**src/rtl/dcap_pkg.sv**
```systemverilog
package dcap_pkg;
    typedef enum logic [1:0] {
        EDGE_NONE = 2'd0,
        EDGE_RISE = 2'd1,
        EDGE_FALL = 2'd2,
        EDGE_BOTH = 2'd3
    } edge_sel_e;

    typedef enum logic [1:0] {
        ARM_FIRST  = 2'd0,
        ARM_SECOND = 2'd1,
        HELD       = 2'd2
    } seq_state_e;

    localparam int STAT_W   = 3;
    localparam int FLAG_BIT = 2;
endpackage

```
**src/rtl/dcap_sync.sv**
```systemverilog
module dcap_sync #(
    parameter int STAGES = 2
) (
    input  logic clk,
    input  logic rst_n,
    input  logic d,
    output logic q
);
    logic [STAGES-1:0] chain;

    generate
        if (STAGES < 2) begin : g_single
            always_ff @(posedge clk or negedge rst_n) begin
                if (!rst_n) chain <= '0;
                else        chain <= d;
            end
        end else begin : g_multi
            always_ff @(posedge clk or negedge rst_n) begin
                if (!rst_n) chain <= '0;
                else        chain <= {chain[STAGES-2:0], d};
            end
        end
    endgenerate

    assign q = chain[STAGES-1];
endmodule

```
**src/rtl/dcap_edge.sv**
```systemverilog
module dcap_edge
    import dcap_pkg::*;
(
    input  logic       clk,
    input  logic       rst_n,
    input  logic       lvl,
    input  logic       allow,
    input  logic [1:0] mode,
    output logic       hit
);
    logic prev_q;
    logic rise, fall, picked;

    always_ff @(posedge clk or negedge rst_n) begin
        if (!rst_n) prev_q <= 1'b0;
        else        prev_q <= lvl;
    end

    assign rise = lvl & ~prev_q;
    assign fall = ~lvl & prev_q;

    always_comb begin
        unique case (edge_sel_e'(mode))
            EDGE_NONE: picked = 1'b0;
            EDGE_RISE: picked = rise;
            EDGE_FALL: picked = fall;
            EDGE_BOTH: picked = rise | fall;
            default:   picked = 1'b0;
        endcase
    end

    assign hit = allow & picked;
endmodule

```
**src/rtl/dcap_seq.sv**
```systemverilog
module dcap_seq
    import dcap_pkg::*;
(
    input  logic       clk,
    input  logic       rst_n,
    input  logic       hit,
    input  logic [1:0] edge_mode,
    input  logic       second_sel,
    input  logic       clr_req,
    output logic       cap1_stb,
    output logic       cap2_stb
);
    seq_state_e state_q, state_d;
    logic [2:0] cfg_q;
    logic       cfg_chg;
    logic       rearm;

    assign cfg_chg = (cfg_q != {edge_mode, second_sel});
    assign rearm   = clr_req | (cfg_chg & (state_q != HELD));

    always_ff @(posedge clk or negedge rst_n) begin
        if (!rst_n) cfg_q <= '0;
        else        cfg_q <= {edge_mode, second_sel};
    end

    // state register
    always_ff @(posedge clk or negedge rst_n) begin
        if (!rst_n) state_q <= ARM_FIRST;
        else        state_q <= state_d;
    end

    // next state
    always_comb begin
        state_d = state_q;
        if (rearm) begin
            state_d = ARM_FIRST;
        end else begin
            unique case (state_q)
                ARM_FIRST:  if (hit) state_d = second_sel ? ARM_SECOND : HELD;
                ARM_SECOND: if (hit) state_d = HELD;
                HELD:       state_d = HELD;
                default:    state_d = ARM_FIRST;
            endcase
        end
    end

    // outputs
    always_comb begin
        cap1_stb = 1'b0;
        cap2_stb = 1'b0;
        if (!rearm) begin
            unique case (state_q)
                ARM_FIRST:  cap1_stb = hit & ~second_sel;
                ARM_SECOND: cap2_stb = hit;
                HELD:       ;
                default:    ;
            endcase
        end
    end

    // a single edge never fills both slots
    p_one_slot_r4: assert property (@(posedge clk) disable iff (!rst_n)
        $onehot0({cap1_stb, cap2_stb}));
endmodule

```
**src/rtl/dual_capture_unit.sv**
```systemverilog
module dual_capture_unit
    import dcap_pkg::*;
#(
    parameter int CNT_W       = 32,
    parameter int SYNC_STAGES = 2
) (
    input  logic              clk,
    input  logic              rst_n,
    input  logic              evt_pin,
    input  logic [CNT_W-1:0]  cnt_val,
    input  logic [1:0]        edge_mode,
    input  logic              second_sel,
    input  logic              pin_is_input,
    input  logic              stat_we,
    input  logic [STAT_W-1:0] stat_wdata,
    input  logic [STAT_W-1:0] int_en,
    input  logic [STAT_W-1:0] wake_en,
    output logic [CNT_W-1:0]  cap1,
    output logic [CNT_W-1:0]  cap2,
    output logic [STAT_W-1:0] stat,
    output logic              irq,
    output logic              wake
);
    logic             evt_sync;
    logic             hit;
    logic             cap1_stb, cap2_stb;
    logic             clr_req;
    logic             flag_q;
    logic [CNT_W-1:0] cap1_q, cap2_q;

    assign clr_req = stat_we & stat_wdata[FLAG_BIT];

    dcap_sync #(.STAGES(SYNC_STAGES)) u_sync (
        .clk(clk), .rst_n(rst_n), .d(evt_pin), .q(evt_sync)
    );

    dcap_edge u_edge (
        .clk(clk), .rst_n(rst_n), .lvl(evt_sync),
        .allow(pin_is_input), .mode(edge_mode), .hit(hit)
    );

    dcap_seq u_seq (
        .clk(clk), .rst_n(rst_n), .hit(hit), .edge_mode(edge_mode),
        .second_sel(second_sel), .clr_req(clr_req),
        .cap1_stb(cap1_stb), .cap2_stb(cap2_stb)
    );

    always_ff @(posedge clk or negedge rst_n) begin
        if (!rst_n) begin
            cap1_q <= '0;
            cap2_q <= '0;
        end else begin
            if (cap1_stb) cap1_q <= cnt_val;
            if (cap2_stb) cap2_q <= cnt_val;
        end
    end

    always_ff @(posedge clk or negedge rst_n) begin
        if (!rst_n)                      flag_q <= 1'b0;
        else if (cap1_stb || cap2_stb)   flag_q <= 1'b1;
        else if (clr_req)                flag_q <= 1'b0;
    end

    always_comb begin
        stat           = '0;
        stat[FLAG_BIT] = flag_q;
    end

    assign cap1 = cap1_q;
    assign cap2 = cap2_q;
    assign irq  = flag_q & int_en[FLAG_BIT];
    assign wake = flag_q & wake_en[FLAG_BIT];

    p_flag_cause_r6: assert property (@(posedge clk) disable iff (!rst_n)
        $rose(flag_q) |-> $past(cap1_stb || cap2_stb));

    p_w1c_r6: assert property (@(posedge clk) disable iff (!rst_n)
        clr_req |=> !flag_q);

    p_held_quiet_r7: assert property (@(posedge clk) disable iff (!rst_n)
        (flag_q && !clr_req) |-> !(cap1_stb || cap2_stb));

    p_no_input_no_capture_r5: assert property (@(posedge clk) disable iff (!rst_n)
        !pin_is_input |=> ($stable(cap1_q) && $stable(cap2_q) && !$rose(flag_q)));

    p_cap1_on_strobe_r3: assert property (@(posedge clk) disable iff (!rst_n)
        !$stable(cap1_q) |-> $past(cap1_stb));
endmodule

```
**config.mk**
```make
export PLATFORM = sky130hd
export DESIGN_NAME = dual_capture_unit
export DESIGN_NICKNAME = d
export VERILOG_FILES = /design/src/rtl/dcap_pkg.sv /design/src/rtl/dcap_sync.sv /design/src/rtl/dcap_edge.sv /design/src/rtl/dcap_seq.sv /design/src/rtl/dual_capture_unit.sv
export SDC_FILE = /design/constraint.sdc
export NUM_CORES = 1
export LEC_CHECK = 0
export BUFFER_PORTS_ARGS = -buffer_cell sky130_fd_sc_hd__buf_2
export CORE_MARGIN = 8
export CORE_UTILIZATION = 52
export DETAILED_ROUTE_END_ITERATION = 12
export HOLD_SLACK_MARGIN = 0.12
export PLACE_DENSITY = 0.84
export SETUP_SLACK_MARGIN = 0.05
export SYNTH_ARGS = -nofsm -noshare
export SYNTH_HDL_FRONTEND = slang
export SYNTH_SLANG_ARGS = --single-unit
```
**constraint.sdc**
```tcl
create_clock -name clk -period 6.1 [get_ports clk]
set_clock_uncertainty 0.15 [all_clocks]
set_input_delay 0.915 -clock clk [delete_from_list [all_inputs] [get_ports clk]]
set_output_delay 0.915 -clock clk [all_outputs]
set_load 0.02 [all_outputs]
```
==> flow_metrics.env <==
export IMPL_syn_inst=184
export IMPL_grt_max_degree=74
export IMPL_n_antenna_cell=0
export IMPL_peakVddDrop_mv=0.164
export IMPL_maxCapViolCount=0
export IMPL_nFillCells=449
export IMPL_hold_buffers=0
export IMPL_drt_pass1_iter_count=4
export IMPL_relSlewSlack_pct=39.9
export IMPL_crit_slowest_cell="nor4b_4"
export IMPL_yosysSeqAreaShare_pct=59.5
export IMPL_final_common_cell="buf_2"
export IMPL_die_w_um=92.8
export IMPL_placementRows=28
export IMPL_dp_hpwl_um=4760
export IMPL_hold_path_class="register to register"
export IMPL_antenna_found_initial=0
export IMPL_cts_tree="yes"
export IMPL_path_cells="buf_2, nand2b_4, a311o_4, nor4b_4, buf_4, mux2_2"
export IMPL_startpoint_type="primary input"
export IMPL_crit_buf_inv=2
export IMPL_clkTransAtPathRegs_ps=70
export IMPL_fin_tns_setup_ps=0
export IMPL_start_util_pct=52.8
export IMPL_setup_viol=0
export IMPL_synth_area_leader_cell="dfrtp_1"
export IMPL_cpPeakStageDelay_ps=790
export IMPL_postCtsSetupRepairBufs=0
export IMPL_core_area_um2=5820
export IMPL_critPathKind="primary input to register"
export IMPL_finalHoldViolCount=0
export IMPL_power_density_nw_per_um2=307
export IMPL_dr_first_iter_drc_count=40
export IMPL_ys_top_cells_by_area="dfrtp_1 (59%), mux2_4 (14%), mux2_2 (12%), ha_1 (2.4%), buf_6 (2.2%)"
export IMPL_cts_made_buffers=9
export IMPL_place_gp_congestion=0.768
export IMPL_via_per_inst=4.92
export IMPL_h_tree_depth=3
export IMPL_final_nets=355
export IMPL_area_growth_pct=25.3
export IMPL_drive_gt1_share_pct=64.9
export IMPL_dieArea_um2=8620
export IMPL_synth_avg_cell_area_um2=16.7
export IMPL_layout_setup_ws_ps=2920
export IMPL_synth_distinct_cells=26
export IMPL_die_h_um=92.8
export IMPL_arrival_ps=3240
export IMPL_p_leak_uw=0.00214
export IMPL_required_ps=6160
export IMPL_clock_fmax_ghz=0.314
export IMPL_finalMaxSlewViolations=0
export IMPL_drc_errors=0
export IMPL_netlist_area_um2=3070
export IMPL_grt_pass1_wl_um=10300
export IMPL_clk_latency_ps=330
export IMPL_cts_sinks=73
export IMPL_cts_repair_resized=0
export IMPL_path_max_fanout=20
export IMPL_rsz0062_at_grt="no"
export IMPL_dr_total_vias=1871
export IMPL_port_buffers=109
export IMPL_critPathTopFamily="simple AND/OR/NAND/NOR gates"
export IMPL_drt_wl_total_um=6430
export IMPL_outcome="complete, no violations"
export IMPL_critPathCaptureType="register"
export IMPL_ys_ff_latch=73
export IMPL_period_share_pct=52.1
export IMPL_cts_root_buf="clkbuf_8"
export IMPL_ys_warn_count=0
export IMPL_min_period_ps=3180
export IMPL_overflow=0
export IMPL_synth_top_cell_area_share_pct=59.5
export IMPL_wl_per_cell_um=16.9
export IMPL_track_usage_pct=15.3
export IMPL_detailedPlace_worstSlack_ps=2530
export IMPL_layout_common_cells="buf_2 (109), dfrtp_1 (73), mux2_2 (34)"
export IMPL_final_antenna_net_count=0
export IMPL_cts_buffer_depth=2
export IMPL_io_pins=118
export IMPL_tightest_slew_ps=901
export IMPL_grt_pass1_vias=2122
-- cell usage after synthesis, drive strengths merged --
cell type  count
a2111oi        1
a211o          1
a21o           1
a21oi          3
a221o          1
a311o          1
a31oi          1
and2           2
buf            9
conb           1
dfrtp         73
ha             6
inv            7
mux2          64
nand2          2
nand2b         2
nand3          1
nor4b          1
o211ai         1
or2            2
or2b           1
xnor2          3
-- final timing paths --
check,from,end,slack (ps),depth (start not counted)
max,edge_mode[1],cap2[26],2920,6
min,u_sync.chain[0],u_sync.chain[1],200,0
max reg2reg,u_sync.chain[1],cap2[26],2940,7
min reg2reg,u_sync.chain[0],u_sync.chain[1],200,0
max in group asynchronous,rst_n,cap1[1],4570,2
min in group asynchronous,rst_n,cap1[16],630,2
-- worst reg2reg max path, stage by stage (launching register included) --
cell and delay [ps]:
dfrtp_1 380, inv_1 60, ha_1 280, nand2b_1 150
a311o_4 420, nor4b_4 800, buf_4 430, mux2_2 390
-- cell type report --
cell class	instances	area [um^2]	area share, %
Timing Repair Buffer	113	576	15.0
Inverter	7	26.3	0.683
Multi-Input combinational cell	96	1130	29.4
Sequential cell	73	1830	47.5
Clock inverter	2	10.0	0.260
Tap cell	75	93.8	2.44
Clock buffer	14	183	4.75
-- state kept, by name, summed over array words and instances, names as in the netlist --
name,count
u_seq.cfg_q,3
cap1,32
flag_q,1
u_sync.chain,2
u_edge.prev_q,1
u_seq.state_q,2
cap2,32
-- stage by stage --
stage                     utilization (%)  cells  area (um^2)  total power (uW)  hold WS (ps)
after floorplan                         -    185         3070               737           181
after global placement               62.8    364         3650               831           184
after detailed placement             62.8    364         3650               840           189
after CTS                            66.1    380         3850              1200           205
after global routing                 66.1    380         3850              1240           208
final                                66.1    380         3850              1180           202
-- per-layer routing --
layer / vias to the layer above / track usage, % / wire length, um
met4: 0 / 6.04 / 70
met1: 937 / 16.4 / 2480
li1: 866 / - / -
met2: 61 / 26.2 / 3330
met5: - / 0 / 0
met3: 7 / 6.39 / 555
-- logic make-up after synthesis --
group	count (synthesis)	share of synthesized area, %
AOI/OAI and AO/OA	10	3.38
buffers and inverters	16	3.79
and+or+nand+nor	11	2.89
xor gates and xnor gates	3	0.856
DFF	73	59.5
other	1	0.122
muxes	64	27.0
adders and majority gates	6	2.44
-- report_power, final --
| group | total, uW | internal (uW) | leakage [uW] | switching, uW |
|---|---|---|---|---|
| sequential | 573 | 541 | 0.000979 | 31.4 |
| clock | 355 | 191 | 0.000102 | 163 |
| combinational | 254 | 119 | 0.00106 | 135 |
No activity file was read; power rests on OpenSTA's default activity.
